[src/rtl/sbp_pkg.sv]
package sbp_pkg;
  // strobes from frame control to the datapath, valid for one system clock
  typedef struct packed {
    logic load;    // first data edge of a read: pick the byte to send
    logic shift;   // data edge: shift out (read) or shift in (write)
    logic commit;  // status edge: push/pop and launch status
    logic quiet;   // frame end or abort: park sdo low
    logic isRead;  // latched direction
    logic isStat;  // latched address
    logic bitIn;   // synchronised serial input
  } sbpStrobe_t;
endpackage

[src/rtl/sbp_fifo.sv]
module sbp_fifo #(
  parameter int W     = 8,
  parameter int DEPTH = 16
) (
  input  logic         clk,
  input  logic         rstN,
  input  logic         push,
  input  logic [W-1:0] din,
  input  logic         pop,
  output logic [W-1:0] head,
  output logic         full,
  output logic         empty
);
  localparam int AW = $clog2(DEPTH);
  localparam int CW = AW + 1;

  logic [W-1:0]  mem [DEPTH];
  logic [AW-1:0] wrPtr, rdPtr;
  logic [CW-1:0] count;
  logic          doPush, doPop;

  assign full   = (count == CW'(DEPTH));
  assign empty  = (count == '0);
  assign doPush = push && !full;
  assign doPop  = pop && !empty;
  assign head   = mem[rdPtr];

  always_ff @(posedge clk) begin
    if (doPush) mem[wrPtr] <= din;
  end

  always_ff @(posedge clk or negedge rstN) begin
    if (!rstN) begin
      wrPtr <= '0;
      rdPtr <= '0;
      count <= '0;
    end else begin
      if (doPush) wrPtr <= (wrPtr == AW'(DEPTH - 1)) ? '0 : wrPtr + 1'b1;
      if (doPop)  rdPtr <= (rdPtr == AW'(DEPTH - 1)) ? '0 : rdPtr + 1'b1;
      case ({doPush, doPop})
        2'b10:   count <= count + 1'b1;
        2'b01:   count <= count - 1'b1;
        default: count <= count;
      endcase
    end
  end


  no_overflow_chk: assert property (@(posedge clk) disable iff (!rstN)
    (push && full && !pop) |=> (count == $past(count)));


  no_underflow_chk: assert property (@(posedge clk) disable iff (!rstN)
    (pop && empty && !push) |=> $stable(count));
endmodule

[src/rtl/sbp_ctrl.sv]
module sbp_ctrl #(
  parameter int DATA_BITS = 8
) (
  input  logic                clk,
  input  logic                rstN,
  input  logic                sclk,
  input  logic                cs,
  input  logic                sdi,
  output sbp_pkg::sbpStrobe_t strb,
  output logic                frameOn
);
  localparam int DIR_EDGE   = 2;
  localparam int ADDR_EDGE  = 3;
  localparam int FIRST_DATA = ADDR_EDGE + 1;
  localparam int LAST_DATA  = FIRST_DATA + DATA_BITS - 1;
  localparam int STAT_EDGE  = LAST_DATA + 1;
  localparam int LAST_EDGE  = STAT_EDGE + 1;
  localparam int CW         = $clog2(LAST_EDGE + 1);

  logic          sclkS1, sclkS2, sclkPrev;
  logic          csS1, csS2, sdiS1, sdiS2;
  logic          rise;
  logic [CW-1:0] edgeCnt, nextEdge;
  logic          isRead, isStat;

  assign rise     = sclkS2 && !sclkPrev;
  assign nextEdge = edgeCnt + 1'b1;

  always_ff @(posedge clk or negedge rstN) begin
    if (!rstN) begin
      {sclkS1, sclkS2, sclkPrev} <= '0;
      {csS1, csS2, sdiS1, sdiS2} <= '0;
    end else begin
      sclkS1   <= sclk;
      sclkS2   <= sclkS1;
      sclkPrev <= sclkS2;
      csS1     <= cs;
      csS2     <= csS1;
      sdiS1    <= sdi;
      sdiS2    <= sdiS1;
    end
  end

  always_ff @(posedge clk or negedge rstN) begin
    if (!rstN) begin
      frameOn <= 1'b0;
      edgeCnt <= '0;
      isRead  <= 1'b0;
      isStat  <= 1'b0;
    end else if (frameOn && !csS2) begin
      frameOn <= 1'b0;
      edgeCnt <= '0;
    end else if (rise) begin
      if (!frameOn) begin
        if (csS2 && sdiS2) begin
          frameOn <= 1'b1;
          edgeCnt <= CW'(1);
        end
      end else begin
        edgeCnt <= nextEdge;
        if (nextEdge == CW'(DIR_EDGE))  isRead <= sdiS2;
        if (nextEdge == CW'(ADDR_EDGE)) isStat <= sdiS2;
        if (nextEdge == CW'(LAST_EDGE)) begin
          frameOn <= 1'b0;
          edgeCnt <= '0;
        end
      end
    end
  end

  always_comb begin
    strb        = '0;
    strb.isRead = isRead;
    strb.isStat = isStat;
    strb.bitIn  = sdiS2;
    if (frameOn && !csS2) begin
      strb.quiet = 1'b1;
    end else if (frameOn && rise) begin
      if (nextEdge == CW'(FIRST_DATA)) begin
        strb.load  = isRead;
        strb.shift = !isRead;
      end else if (nextEdge > CW'(FIRST_DATA) && nextEdge <= CW'(LAST_DATA)) begin
        strb.shift = 1'b1;
      end
      strb.commit = (nextEdge == CW'(STAT_EDGE));
      strb.quiet  = (nextEdge == CW'(LAST_EDGE));
    end
  end


  abort_chk: assert property (@(posedge clk) disable iff (!rstN)
    (frameOn && !csS2) |=> !frameOn);


  start_cond_chk: assert property (@(posedge clk) disable iff (!rstN)
    $rose(frameOn) |-> ($past(csS2) && $past(sdiS2)));
endmodule

[src/rtl/sbp_dpath.sv]
module sbp_dpath #(
  parameter int W     = 8,
  parameter int DEPTH = 16
) (
  input  logic                clk,
  input  logic                rstN,
  input  sbp_pkg::sbpStrobe_t strb,
  input  logic                txPush,
  input  logic [W-1:0]        txByte,
  input  logic                rxPop,
  output logic                txFull,
  output logic [W-1:0]        rxByte,
  output logic                rxEmpty,
  output logic                sdo
);
  logic [W-1:0] txHead, shReg, lastByte, statusByte, loadByte;
  logic         txEmpty, rxFull, staleFlag, txPop, rxPush;

  assign statusByte = {{(W-2){1'b0}}, rxFull, txEmpty};
  assign loadByte   = strb.isStat ? statusByte : (txEmpty ? lastByte : txHead);
  assign txPop      = strb.commit && strb.isRead && !strb.isStat && !staleFlag;
  assign rxPush     = strb.commit && !strb.isRead && !strb.isStat && !rxFull;

  sbp_fifo #(.W(W), .DEPTH(DEPTH)) u_txq (
    .clk(clk), .rstN(rstN), .push(txPush), .din(txByte), .pop(txPop),
    .head(txHead), .full(txFull), .empty(txEmpty));

  sbp_fifo #(.W(W), .DEPTH(DEPTH)) u_rxq (
    .clk(clk), .rstN(rstN), .push(rxPush), .din(shReg), .pop(rxPop),
    .head(rxByte), .full(rxFull), .empty(rxEmpty));

  always_ff @(posedge clk or negedge rstN) begin
    if (!rstN) begin
      sdo       <= 1'b0;
      shReg     <= '0;
      lastByte  <= '0;
      staleFlag <= 1'b0;
    end else if (strb.quiet) begin
      sdo <= 1'b0;
    end else if (strb.load) begin
      sdo       <= loadByte[W-1];
      shReg     <= loadByte << 1;
      staleFlag <= !strb.isStat && txEmpty;
    end else if (strb.shift) begin
      if (strb.isRead) begin
        sdo   <= shReg[W-1];
        shReg <= shReg << 1;
      end else begin
        shReg <= {shReg[W-2:0], strb.bitIn};
      end
    end else if (strb.commit) begin
      if (strb.isRead) sdo <= staleFlag && !strb.isStat;
      else             sdo <= strb.isStat || rxFull;
      if (txPop) lastByte <= txHead;
    end
  end


  reject_full_chk: assert property (@(posedge clk) disable iff (!rstN)
    (strb.commit && !strb.isRead && rxFull) |=> sdo);


  stale_status_chk: assert property (@(posedge clk) disable iff (!rstN)
    (strb.commit && strb.isRead && !strb.isStat && staleFlag) |=> sdo);


  fresh_nonempty_chk: assert property (@(posedge clk) disable iff (!rstN)
    (strb.commit && strb.isRead && !strb.isStat && !staleFlag) |-> !txEmpty);
endmodule

[src/rtl/sbp_slave.sv]
module sbp_slave #(
  parameter int DATA_W     = 8,
  parameter int FIFO_DEPTH = 16
) (
  input  logic              clk,
  input  logic              rstN,
  input  logic              sclk,
  input  logic              cs,
  input  logic              sdi,
  output logic              sdo,
  input  logic              txPush,
  input  logic [DATA_W-1:0] txByte,
  output logic              txFull,
  input  logic              rxPop,
  output logic [DATA_W-1:0] rxByte,
  output logic              rxEmpty
);
  sbp_pkg::sbpStrobe_t strb;
  logic                frameOn;

  sbp_ctrl #(.DATA_BITS(DATA_W)) u_ctrl (
    .clk(clk), .rstN(rstN), .sclk(sclk), .cs(cs), .sdi(sdi),
    .strb(strb), .frameOn(frameOn));

  sbp_dpath #(.W(DATA_W), .DEPTH(FIFO_DEPTH)) u_dpath (
    .clk(clk), .rstN(rstN), .strb(strb), .txPush(txPush), .txByte(txByte),
    .rxPop(rxPop), .txFull(txFull), .rxByte(rxByte), .rxEmpty(rxEmpty),
    .sdo(sdo));


  idle_low_chk: assert property (@(posedge clk) disable iff (!rstN)
    !frameOn |-> !sdo);
endmodule

[config.mk]
export PLATFORM = sky130hd
export DESIGN_NAME = sbp_slave
export DESIGN_NICKNAME = d
export VERILOG_FILES = /design/src/rtl/sbp_pkg.sv /design/src/rtl/sbp_fifo.sv /design/src/rtl/sbp_ctrl.sv /design/src/rtl/sbp_dpath.sv /design/src/rtl/sbp_slave.sv
export SDC_FILE = /design/constraint.sdc
export NUM_CORES = 1
export LEC_CHECK = 0
export ABC_CLOCK_PERIOD_IN_PS = 4150
export BUFFER_PORTS_ARGS = -buffer_cell sky130_fd_sc_hd__buf_4
export CAP_MARGIN = 0
export CORE_MARGIN = 2
export CORE_UTILIZATION = 62
export CTS_CLUSTER_DIAMETER = 40
export DETAILED_ROUTE_END_ITERATION = 16
export GPL_TIMING_DRIVEN = 0
export MAX_ROUTING_LAYER = met4
export PLACE_DENSITY = 0.79
export SKIP_LAST_GASP = 1
export SYNTH_ARGS = -nofsm -noshare
export SYNTH_HDL_FRONTEND = slang
export SYNTH_SLANG_ARGS = --single-unit
[constraint.sdc]
create_clock -name clk -period 4.15 [get_ports clk]
set_clock_uncertainty 0.15 [all_clocks]
set_input_delay 0.6225 -clock clk [delete_from_list [all_inputs] [get_ports clk]]
set_output_delay 0.6225 -clock clk [all_outputs]
set_load 0.1 [all_outputs]
==> results of run 1 <==
## critical path, stage by stage (launching register included)
cell      delay [ns]
dfrtp_1         0.39
clkbuf_1        0.51
clkbuf_1        0.58
mux4_2          0.45
a22oi_1         0.21
nand2_1         0.09
buf_4           0.24
## registers in the layout, indices dropped and copies added (netlist names), 4 cells and up
name	cells
u_dpath.u_rxq.mem	128
u_dpath.u_rxq.count	5
u_ctrl.edgeCnt	4
u_dpath.u_txq.wrPtr	4
u_dpath.u_txq.count	5
u_dpath.u_rxq.wrPtr	4
u_dpath.u_rxq.rdPtr	4
u_dpath.u_txq.rdPtr	4
u_dpath.lastByte	8
u_dpath.u_txq.mem	128
u_dpath.shReg	8
## logic make-up after synthesis
logic type	synth area share [%]
adder cells (fa/ha/maj)	2.50
buffers and inverters	2.08
AO/OA/AOI/OAI	6.77
flip-flops	69.6
multiplexers	12.3
AND/OR/NAND/NOR	5.52
XOR/XNOR	1.26
## cells in the mapped netlist (15+ instances only)
library cell / count
nor2_1: 27
a22oi_1: 31
mux2i_1: 33
nand2_1: 57
edfxtp_1: 256
clkbuf_1: 21
and3_1: 15
dfrtp_1: 58
inv_1: 23
mux2_2: 17
ha_1: 23
a21oi_1: 16
mux4_2: 48
o21ai_0: 42
## worst min path at each step
stage / start / end / slack [ns] / cells after the start
finish: rstN / u_dpath.u_txq.count[0]$_DFFE_PN0P_ / 0.03 / 1
floorplan: rstN / u_ctrl.csS1$_DFF_PN0_ / 0.18 / 0
global placement: u_ctrl.sdiS1$_DFF_PN0_ / u_ctrl.sdiS2$_DFF_PN0_ / 0.18 / 0
detailed placement: u_ctrl.csS1$_DFF_PN0_ / u_ctrl.csS2$_DFF_PN0_ / 0.19 / 0
global route: sclk / u_ctrl.sclkS1$_DFF_PN0_ / 0.05 / 1
CTS: rstN / u_dpath.u_txq.count[0]$_DFFE_PN0P_ / 0.04 / 1
## cell type report
cell class	count	area share, %
Tap cell	275	2.31
Inverter	23	0.581
Buffer	38	1.25
Multi-Input combinational cell	421	25.1
Clock buffer	41	6.40
Timing Repair Buffer	25	1.26
Sequential cell	314	61.5
Clock inverter	21	1.65
## routing by layer
layer	vias up	global-route usage [%]
li1	3227	-
met1	3643	31.0
met2	262	43.5
met3	71	4.39
met4	0	10.8
met5	-	-
## per-stage QoR
step	total power [W]	hold WS [ns]	worst slack, ns	instance area (um^2)
after floorplan	0.00516	0.177	1.11	13100
after global placement	0.00556	0.184	0.756	13700
after detailed placement	0.00566	0.193	0.534	13700
after CTS	0.00882	0.0415	0.407	14900
after global routing	0.00910	0.0503	0.252	14900
final	0.00878	0.0259	0.386	14900
## power breakdown
part / leakage, nW / switching, W / internal (W)
registers: 3.39 / 0.000122 / 0.00360
clock network: 0.577 / 0.00126 / 0.00192
logic: 1.76 / 0.00131 / 0.000573
total: 5.73 / 0.00269 / 0.00609
==> results by group, run 1 <==
Floorplanning
  • Height of the chip: 150 um
  • Count of standard-cell rows: 53
  • Io pins: 26
  • Starting density of the core: 62.9%
  • Core Area: 20900 um^2
  • Area of the die: 22400 um^2
  • Width of the die: 150 um

Setup path
  • Beginning of the worst register-to-register path: u_ctrl.edgeCnt[0]$_DFFE_PN0P_
  • Critical Path Start Type: flip-flop
  • Capturing element type of the critical path: output pin
  • Flop-to-flop setup slack: 0.54 ns
  • Req. time, crit path: 3.38 ns
  • End of the worst register-to-register path: u_dpath.u_rxq.count[4]$_DFFE_PN0P_
  • Endpoint of the worst setup timing path: rxByte[1]
  • Start-to-end type of the worst setup path: flip-flop to output pin
  • Critical path data arrival time: 2.99 ns
  • Maximum fanout along the worst path: 10
  • Reg2Reg Depth: 16
  • Critical path origin: u_dpath.u_rxq.rdPtr[1]$_DFFE_PN0P_

Cells and area
  • Area taken by flip-flops and latches: 9140 um^2
  • Util after Layout: 71.2%
  • Filler cell count: 1269
  • Combined area of the multi-input logic cells: 3720 um^2
  • Most common cell after layout, fill and taps aside: edfxtp_1
  • Number of nets at the end of the flow: 900
  • Most frequent cells in the layout: edfxtp_1, dfrtp_1, nand2_1, mux4_2, o21ai_0
  • Layout cell share with drive strength beyond 1: 19.5%
  • Synthesis-to-layout area growth: 13.2%
  • Post-Layout Cell Count: 1158
  • Number of diodes added for antenna fixing: 0

Route
  • DR top layer: met4
  • Antenna Nets Post-Route: 0
  • Sum of met3 wire segment lengths after detailed routing: 1390 um
  • Drc violations: 0
  • Detailed route wirelength on metal2: 13700 um
  • Detailed Route WL: 26400 um
  • Count of vias placed by the detailed router: 7203
  • Number of detailed-route iterations in the first pass: 5
  • Count of routing violations after the opening detailed-route iteration: 514
  • Via-to-Cell Ratio: 6.22
  • Average wire per standard cell: 22.8 um
  • Wl on met1: 10300 um

Placement
  • Post-detailed-placement half-perimeter wirelength: 17200 um
  • Instance count after placement with tap cells included: 1096
  • Port Buffer Count: 25
  • RePlAce Congestion: 0.860

GRT
  • Global-route wire length before repair: 41800 um
  • Number of antenna violations at the first check in global routing: 0
  • Pin count of the biggest net entering global routing: 59
  • Gr ovfl total: 0
  • Global routing usage summed across all routing layers: 25.8%
  • Number of global-route vias before repair: 7609

Run status
  • Status: complete, no violations

Run
  • Max Cap Violations: 0

Clocking
  • Clock sink count: 314
  • Post-CTS Resized: 0
  • CTS root buf: clkbuf_16
  • Post-CTS setup-driven buffer insertion count: 0
  • Clock transition at the registers of the reported paths: 0.06 ns
  • Number of buffers created by CTS: 37
  • Post-cts hold buffer count: 0
  • H-tree depth: 2
  • Clock tree from TritonCTS: yes
  • Clock latency of the later-clocked register in the worst-skew pair: 0.51 ns
  • Bufs on Longest Clock Path: 3

STA
  • RSZ-0062 raised after global routing: false
  • Headroom to the max-slew limit: 15.8%
  • Actual transition at the worst max-transition pin: 1.25 ns
  • Fin crit share: 90.7%
  • Clock period minus worst slack: 3.76 ns
  • Sum Neg Setup Slack: 0 ns
  • Final-report hold violation count: 0
  • Max frequency: 266 MHz
  • Finish-stage setup viols: 0
  • Number of pins exceeding their max-slew limit in the final report: 0

Synthesis
  • Fraction of the yosys area taken by sequential cells: 69.6%
  • Avg Inst Size Synth: 16.5 um^2
  • YS warnings: 0
  • Share of flip-flops with an asynchronous set or reset: 18.5%
  • Share of Yosys cell area claimed by the top area cell type: 58.5%
  • Post-synthesis cell count: 796
  • Synthesis-stage register bit count: 314
  • Synthesized netlist net count: 836
  • Ranking of synthesized cells by area: edfxtp_1, dfrtp_1, mux4_2, mux2i_1, ha_1
  • Netlist area before placement: 13100 um^2
  • Number of unique standard cell types used by synthesis: 57
  • Post-synth EDFFs: 256
  • Dominant cell type by area after synthesis: edfxtp_1
  • Predominant post-synthesis flop cell: edfxtp_1

Pwr
  • Power density over the cells: 591 nW/um^2
  • Standby leakage power: 5.73 nW
  • Worst voltage drop across the vdd grid: 0.000591 V

Hold path
  • Worst min-delay path class: primary input to asynchronous set/reset pin
(Power assumes the default switching activity.)
==> run 2, diff against run 1 <==
--- a/config.mk
+++ b/config.mk
@@ -11,9 +11,9 @@
 export CORE_MARGIN = 2
 export CORE_UTILIZATION = 62
 export CTS_CLUSTER_DIAMETER = 40
+export CTS_CLUSTER_SIZE = 8
 export DETAILED_ROUTE_END_ITERATION = 16
 export GPL_TIMING_DRIVEN = 0
-export MAX_ROUTING_LAYER = met4
 export PLACE_DENSITY = 0.79
 export SKIP_LAST_GASP = 1
 export SYNTH_ARGS = -nofsm -noshare
==> run 2 against run 1 <==
Clock power up 13%; final cell count up 2.2%; sequential power about the same; largest cell class unchanged.
==> results by group, run 2 (synthesis results as in run 1) <==
Hold path
  • Worst min-delay path class: primary input to asynchronous set/reset pin (unchanged)

Placement
  • Post-detailed-placement half-perimeter wirelength: 17200 um (unchanged)
  • Port Buffer Count: 25 (unchanged)
  • RePlAce Congestion: 0.847 (was 0.860)
  • Instance count after placement with tap cells included: 1096 (unchanged)
  • Instance area after placement: 13700 um^2 (unchanged)

Pwr
  • Sw Ratio: 30.1% (was 30.6%)
  • Standby leakage power: 5.84 nW (was 5.73 nW)
  • Power density over the cells: 612 nW/um^2 (was 591 nW/um^2)
  • Clock share of power: 38.9% (was 36.2%)
  • Worst voltage drop across the vdd grid: 0.000397 V (was 0.000591 V)
  • Combinational cell fraction of total power: 20.7% (was 21.4%)
  • Sequential power share: 40.4% (was 42.4%)
  • Net switching power of the design: 0.00278 W (was 0.00269 W)
  • Internal power contribution: 0.00645 W (was 0.00609 W)

Clocking
  • Post-cts hold buffer count: 0 (unchanged)
  • Clock tree from TritonCTS: yes (unchanged)
  • CTS root buf: clkbuf_16 (unchanged)
  • Bufs on Longest Clock Path: 3 (unchanged)
  • Clock sink count: 314 (unchanged)
  • Clock latency of the later-clocked register in the worst-skew pair: 0.53 ns (was 0.51 ns)
  • Post-CTS setup-driven buffer insertion count: 0 (unchanged)
  • Clock transition at the registers of the reported paths: 0.05 ns (was 0.06 ns)
  • Number of buffers created by CTS: 47 (was 37)
  • H-tree depth: 2 (unchanged)
  • Post-CTS Resized: 0 (unchanged)

STA
  • Headroom to the max-slew limit: 14.7% (was 15.8%)
  • Hold Worst Slack: 0.0163 ns (was 0.0259 ns)
  • Clock period minus worst slack: 3.86 ns (was 3.76 ns)
  • Max frequency: 259 MHz (was 266 MHz)
  • Finish-stage setup viols: 0 (unchanged)
  • Sum Neg Setup Slack: 0 ns (unchanged)
  • Final-report hold violation count: 0 (unchanged)
  • Number of pins exceeding their max-slew limit in the final report: 0 (unchanged)
  • Fin crit share: 93.1% (was 90.7%)
  • Actual transition at the worst max-transition pin: 1.27 ns (was 1.25 ns)
  • RSZ-0062 raised after global routing: false (unchanged)

Setup path
  • End of the worst register-to-register path: u_dpath.u_rxq.count[4]$_DFFE_PN0P_ (unchanged)
  • Critical path data arrival time: 3.09 ns (was 2.99 ns)
  • Flop-to-flop setup slack: 0.49 ns (was 0.54 ns)
  • Critical path origin: u_dpath.u_rxq.rdPtr[1]$_DFFE_PN0P_ (unchanged)
  • Capturing element type of the critical path: output pin (unchanged)
  • Req. time, crit path: 3.38 ns (about the same)
  • Reg2Reg Depth: 16 (unchanged)
  • Critical Path Start Type: flip-flop (unchanged)
  • Beginning of the worst register-to-register path: u_ctrl.edgeCnt[0]$_DFFE_PN0P_ (unchanged)
  • Start-to-end type of the worst setup path: flip-flop to output pin (unchanged)
  • Maximum fanout along the worst path: 10 (unchanged)

Route
  • Count of vias placed by the detailed router: 7447 (was 7203)
  • Via-to-Cell Ratio: 6.29 (was 6.22)
  • Number of detailed-route iterations in the first pass: 5 (unchanged)
  • Average wire per standard cell: 23.5 um (was 22.8 um)
  • Drc violations: 0 (unchanged)
  • Detailed Route WL: 27900 um (was 26400 um)
  • Count of routing violations after the opening detailed-route iteration: 599 (was 514)
  • Antenna Nets Post-Route: 0 (unchanged)

Floorplanning
  • Area of the die: 22400 um^2 (unchanged)
  • Core Area: 20900 um^2 (unchanged)
  • Starting density of the core: 62.9% (unchanged)
  • Count of standard-cell rows: 53 (unchanged)
  • Io pins: 26 (unchanged)
  • Width of the die: 150 um (unchanged)
  • Height of the chip: 150 um (unchanged)

GRT
  • Global-route wire length before repair: 43600 um (was 41800 um)
  • Pin count of the biggest net entering global routing: 59 (unchanged)
  • Gr ovfl total: 0 (unchanged)
  • Global routing usage summed across all routing layers: 26.1% (was 25.8%)
  • Number of global-route vias before repair: 7896 (was 7609)
  • Number of antenna violations at the first check in global routing: 0 (unchanged)

Run status
  • Status: complete, no violations (unchanged)

Cells and area
  • Most common cell after layout, fill and taps aside: edfxtp_1 (unchanged)
  • Post-route cell area: 15100 um^2 (was 14900 um^2)
  • Number of diodes added for antenna fixing: 0 (unchanged)
  • Top Registers: u_dpath.u_rxq.mem x128, u_dpath.u_txq.mem x128 (unchanged)
  • Number of nets at the end of the flow: 910 (was 900)
  • Most frequent cells in the layout: edfxtp_1, dfrtp_1, nand2_1, clkbuf_1, clkbuf_16 (was edfxtp_1, dfrtp_1, nand2_1, mux4_2, o21ai_0)
  • Synthesis-to-layout area growth: 14.9% (was 13.2%)
  • Post-Layout Cell Count: 1184 (was 1158)
  • Layout cell share with drive strength beyond 1: 18.8% (was 19.5%)
  • Filler cell count: 1226 (was 1269)
  • Util after Layout: 72.3% (was 71.2%)

Run
  • Max Cap Violations: 0 (unchanged)
run 2: cell types whose count changed in the layout (fill, tap and decap cells not counted), moves of 3 or more:
cell	change
bufinv_16	-3
inv_6	-4
clkbuf_16	+12
clkinv_4	-3
clkinvlp_4	-3
clkbuf_1	+29
run 2: cell type report:
cell class / count / area, um^2 / share of cell area (%)
clock inverter: 6 / 68.8 / 0.456
multi-input combinational: 421 / 3720 / 24.7
inverter: 23 / 86.3 / 0.572
timing repair buffer: 25 / 188 / 1.24
tap: 275 / 344 / 2.28
clock buffer: 82 / 1360 / 9.01
buffer: 38 / 186 / 1.23
sequential: 314 / 9140 / 60.5
run 2: worst max-delay path, stage by stage (launching register included):
cell and delay [ns]:
dfrtp_1 0.40, clkbuf_1 0.51, clkbuf_1 0.62, mux4_2 0.45, a22oi_1 0.23, nand2_1 0.09, buf_4 0.24
run 2: stage by stage:
| stage | power, W | setup slack [ns] |
|---|---|---|
| global placement | 0.00556 | 0.756 |
| global route | 0.00954 | 0.183 |
| CTS | 0.00926 | 0.333 |
| finish | 0.00923 | 0.287 |
| detailed placement | 0.00566 | 0.534 |
| floorplan | 0.00516 | 1.11 |
run 2: power groups by stage:
stage                     combinational [W]  sequential [W]  clock (W)
after floorplan                     0.00142         0.00374          0
after global placement              0.00179         0.00376          0
after detailed placement            0.00188         0.00378          0
after CTS                           0.00190         0.00373    0.00362
after global routing                0.00205         0.00375    0.00374
final                               0.00191         0.00373    0.00359
run 2: layer usage:
metal  track usage, %  part of all wire [%]  vias up
li1                 -                     -     3256
met1             32.1                    38     3833
met2             45.7                    53      282
met3             4.60                   5.5       76
met4             11.4                   3.6        0
met5                0                     0        -
run 2: worst max path at each step:
stage,slack (ns),endpoint,cells past startpoint
global placement,0.76,u_dpath.u_rxq.count[4]$_DFFE_PN0P_,16
global route,0.18,rxByte[6],6
CTS,0.33,rxByte[1],6
detailed placement,0.53,u_dpath.u_rxq.count[4]$_DFFE_PN0P_,16
floorplan,1.11,u_dpath.u_rxq.count[4]$_DFFE_PN0P_,16
finish,0.29,rxByte[1],6
==> run 3, diff against run 2 <==
--- a/config.mk
+++ b/config.mk
@@ -5,6 +5,7 @@
 export SDC_FILE = /design/constraint.sdc
 export NUM_CORES = 1
 export LEC_CHECK = 0
+export ABC_AREA = 1
 export ABC_CLOCK_PERIOD_IN_PS = 4150
 export BUFFER_PORTS_ARGS = -buffer_cell sky130_fd_sc_hd__buf_4
 export CAP_MARGIN = 0
==> run 3 against run 2 <==
Via count grew 29%; critical endpoint is now rxByte[3]; critical path depth increased by 2; largest power group unchanged; highest routed layer unchanged; register-to-register slack improved by 0.47 ns; sequential share of layout area shrank 1.3 points.
==> results by group, run 3 <==
Run status
  • Status: complete, no violations (unchanged)

Placement
  • Instance count after placement with tap cells included: 1506 (was 1096)
  • Post-detailed-placement half-perimeter wirelength: 20300 um (was 17200 um)
  • Instance area after placement: 14000 um^2 (was 13700 um^2)
  • RePlAce Congestion: 0.871 (was 0.847)
  • Port Buffer Count: 25 (unchanged)

STA
  • Sum Neg Setup Slack: 0 ns (unchanged)
  • Finish-stage setup viols: 0 (unchanged)
  • Actual transition at the worst max-transition pin: 0.940 ns (was 1.27 ns)
  • Number of pins exceeding their max-slew limit in the final report: 0 (unchanged)
  • Max frequency: 266 MHz (was 259 MHz)
  • Clock period minus worst slack: 3.76 ns (was 3.86 ns)
  • Final-report hold violation count: 0 (unchanged)
  • Headroom to the max-slew limit: 37.1% (was 14.7%)
  • Fin crit share: 90.6% (was 93.1%)
  • RSZ-0062 raised after global routing: false (unchanged)

Cells and area
  • Most common cell after layout, fill and taps aside: edfxtp_1 (unchanged)
  • Post-route cell area: 15400 um^2 (was 15100 um^2)
  • Post-Layout Cell Count: 1583 (was 1184)
  • Synthesis-to-layout area growth: 14.7% (was 14.9%)
  • Top Registers: u_dpath.u_rxq.mem x128, u_dpath.u_txq.mem x128 (unchanged)
  • Most frequent cells in the layout: edfxtp_1, nand2_1, nor2_1, o21ai_0, inv_1 (was edfxtp_1, dfrtp_1, nand2_1, clkbuf_1, clkbuf_16)
  • Number of diodes added for antenna fixing: 0 (unchanged)
  • Number of nets at the end of the flow: 1320 (was 910)
  • Layout cell share with drive strength beyond 1: 10.6% (was 18.8%)

Synthesis
  • Arithmetic-cell share of the synthesized area counting full adders, half adders and majority gates: 2.44% (was 2.50%)
  • Number of unique standard cell types used by synthesis: 41 (was 57)
  • Synth Area in XOR/XNOR: 0.521% (was 1.26%)
  • Post-synth EDFFs: 256 (unchanged)
  • Most numerous cell in the Yosys netlist: edfxtp_1 (unchanged)
  • Synthesis-stage register bit count: 314 (unchanged)
  • Compound-Gate Fraction of Synth Area: 9.75% (was 6.77%)
  • Top cell types by occurrence after synthesis: edfxtp_1, nand2_1, nor2_1 (was edfxtp_1, dfrtp_1, nand2_1)
  • Post-Synth Simple-Gate Area: 14.8% (was 5.51%)
  • Share of cell area taken by muxes after synthesis: 0% (was 12.3%)
  • YS warnings: 0 (unchanged)
  • Ranking of synthesized cells by area: edfxtp_1, dfrtp_1, nand2_1, nor2_1, o21ai_0 (was edfxtp_1, dfrtp_1, mux4_2, mux2i_1, ha_1)
  • Avg Inst Size Synth: 11.2 um^2 (was 16.5 um^2)
  • Dominant cell type by area after synthesis: edfxtp_1 (unchanged)
  • Share of flip-flops with an asynchronous set or reset: 18.5% (unchanged)
  • Netlist area before placement: 13500 um^2 (was 13100 um^2)
  • Fraction of the yosys area taken by sequential cells: 67.9% (was 69.6%)
  • Synthesized netlist net count: 1246 (was 836)
  • Predominant post-synthesis flop cell: edfxtp_1 (unchanged)
  • Largest family of logic cells by synthesized area: simple AND/OR/NAND/NOR gates (was multiplexers)
  • Share of Yosys cell area claimed by the top area cell type: 57.1% (was 58.5%)
  • Post-synthesis cell count: 1206 (was 796)

Setup path
  • Most repeated library cell on the critical path: o21ai_0 (was clkbuf_1)
  • Cell at the slowest stage of the critical path: a221oi_1 (was clkbuf_1)
  • Critical Path Start Type: flip-flop (unchanged)
  • Start-to-end type of the worst setup path: flip-flop to output pin (unchanged)
  • Cell chain of the critical path: buf_2, clkinv_1, nand2_2, a21oi_1, a221oi_1, o21ai_0, o21ai_0, buf_4 (was clkbuf_1, clkbuf_1, mux4_2, a22oi_1, nand2_1, buf_4)
  • Req. time, crit path: 3.38 ns (about the same)
  • Maximum fanout along the worst path: 10 (unchanged)
  • Critical path data arrival time: 2.99 ns (was 3.09 ns)
  • Capturing element type of the critical path: output pin (unchanged)
  • Worst stage delay on the critical path: 0.48 ns (was 0.62 ns)

Route
  • Average wire per standard cell: 20.4 um (was 23.5 um)
  • Wl on met1: 12500 um (was 10600 um)
  • Detailed route wirelength on metal2: 15100 um (was 14800 um)
  • Detailed Route WL: 32300 um (was 27900 um)
  • DR top layer: met4 (unchanged)
  • Count of vias placed by the detailed router: 9602 (was 7447)
  • Via-to-Cell Ratio: 6.07 (was 6.29)
  • Sum of met3 wire segment lengths after detailed routing: 3750 um (was 1540 um)
  • Drc violations: 0 (unchanged)
  • Antenna Nets Post-Route: 0 (unchanged)
  • Number of detailed-route iterations in the first pass: 5 (unchanged)
  • Count of routing violations after the opening detailed-route iteration: 1029 (was 599)

Clocking
  • Clock latency of the later-clocked register in the worst-skew pair: 0.55 ns (was 0.53 ns)
  • Clock sink count: 314 (unchanged)
  • Clock tree from TritonCTS: yes (unchanged)
  • Number of buffers created by CTS: 47 (unchanged)
  • Clock transition at the registers of the reported paths: 0.05 ns (about the same)
  • Post-CTS setup-driven buffer insertion count: 0 (unchanged)
  • Post-cts hold buffer count: 0 (unchanged)
  • CTS root buf: clkbuf_16 (unchanged)
  • Bufs on Longest Clock Path: 3 (unchanged)
  • H-tree depth: 2 (unchanged)
  • Post-CTS Resized: 0 (unchanged)

GRT
  • Pin count of the biggest net entering global routing: 59 (unchanged)
  • Gr ovfl total: 0 (unchanged)
  • Global routing usage summed across all routing layers: 29.3% (was 26.1%)
  • Number of global-route vias before repair: 9379 (was 7896)
  • Global-route wire length before repair: 50200 um (was 43600 um)
  • Number of antenna violations at the first check in global routing: 0 (unchanged)

Floorplanning
  • Io pins: 26 (unchanged)
  • Core Area: 21200 um^2 (was 20900 um^2)
  • Count of standard-cell rows: 53 (unchanged)
  • Height of the chip: 151 um (was 150 um)
  • Area of the die: 22900 um^2 (was 22400 um^2)
  • Width of the die: 151 um (was 150 um)
  • Starting density of the core: 63.6% (was 62.9%)

Pwr
  • Power density over the cells: 658 nW/um^2 (was 612 nW/um^2)
  • Post-layout power: 0.0102 W (was 0.00923 W)
  • Worst voltage drop across the vdd grid: 0.000626 V (was 0.000397 V)
  • Standby leakage power: 6.08 nW (was 5.84 nW)
  • Net switching power of the design: 0.00348 W (was 0.00278 W)
  • Clock share of power: 36.1% (was 38.9%)
  • Sequential power share: 39.0% (was 40.4%)
  • Combinational cell fraction of total power: 24.9% (was 20.7%)
  • Sw Ratio: 34.3% (was 30.1%)
  • Internal power contribution: 0.00668 W (was 0.00645 W)

Run
  • Max Cap Violations: 0 (unchanged)

Hold path
  • Worst min-delay path class: primary input to asynchronous set/reset pin (unchanged)
-- run 3: layout make-up --
class	instances	area, um^2
timing repair buffer	25	188
buffer	50	239
inverter	100	375
multi-input combinational	742	3700
fill	1342	5710
tap	275	344
sequential	314	9140
clock buffer	71	1310
clock inverter	6	144
-- run 3: layer usage --
| metal | global-route usage (%) | up-vias |
|---|---|---|
| li1 | - | 4345 |
| met1 | 40.3 | 4566 |
| met2 | 46.8 | 599 |
| met4 | 10.6 | 0 |
| met3 | 6.23 | 92 |
| met5 | 0 | - |
-- run 3: through the flow --
step	hold WS, ns	worst slack (ns)	util (%)
detailed placement	0.192	1.01	66.1
finish	0.00559	0.390	73.0
global route	0.0250	0.381	73.0
floorplan	0.177	0.165	-
global placement	0.186	1.04	66.1
CTS	0.0244	0.460	73.0
-- run 3: critical path, delay by kind of cell, from the launching register on --
| kind | cells | cell delay (ns) |
|---|---|---|
| buffers and inverters | 3 | 0.86 |
| AOI/OAI and AO/OA | 4 | 0.89 |
| DFF | 1 | 0.35 |
| and+or+nand+nor | 1 | 0.32 |
-- run 3: path summary, 6_finish.rpt --
path / from / to / slack (ns) / cells after the start
max: u_dpath.u_rxq.rdPtr[1]$_DFFE_PN0P_ / rxByte[3] / 0.39 / 8
min: rstN / u_ctrl.sclkS2$_DFF_PN0_ / 0.006 / 1
max reg2reg: u_ctrl.edgeCnt[0]$_DFFE_PN0P_ / u_dpath.u_txq.count[4]$_DFFE_PN0P_ / 0.96 / 18
min reg2reg: u_ctrl.sdiS1$_DFF_PN0_ / u_ctrl.sdiS2$_DFF_PN0_ / 0.20 / 0
max in group asynchronous: rstN / u_dpath.u_rxq.rdPtr[2]$_DFFE_PN0P_ / 3.33 / 1
min in group clk: cs / u_ctrl.csS1$_DFF_PN0_ / 0.04 / 1
-- run 3: power groups by stage --
stage	clock network [W]	logic, W	registers [W]
6_report	0.00367	0.00253	0.00396
5_1_grt	0.00383	0.00271	0.00399
4_1_cts	0.00368	0.00251	0.00396
3_5_place_dp	0	0.00247	0.00401
3_3_place_gp	0	0.00241	0.00399
2_1_floorplan	0	0.00179	0.00392
-- run 3: cell families (layout without fill, tap and decap cells) --
family                   count (synthesis)  in the layout
buffers and inverters                  150            252
flip-flops                             314            314
adder cells (fa/ha/maj)                 25             25
XOR/XNOR                                 8              8
AO/OA/AOI/OAI                          231            231
AND/OR/NAND/NOR                        478            478
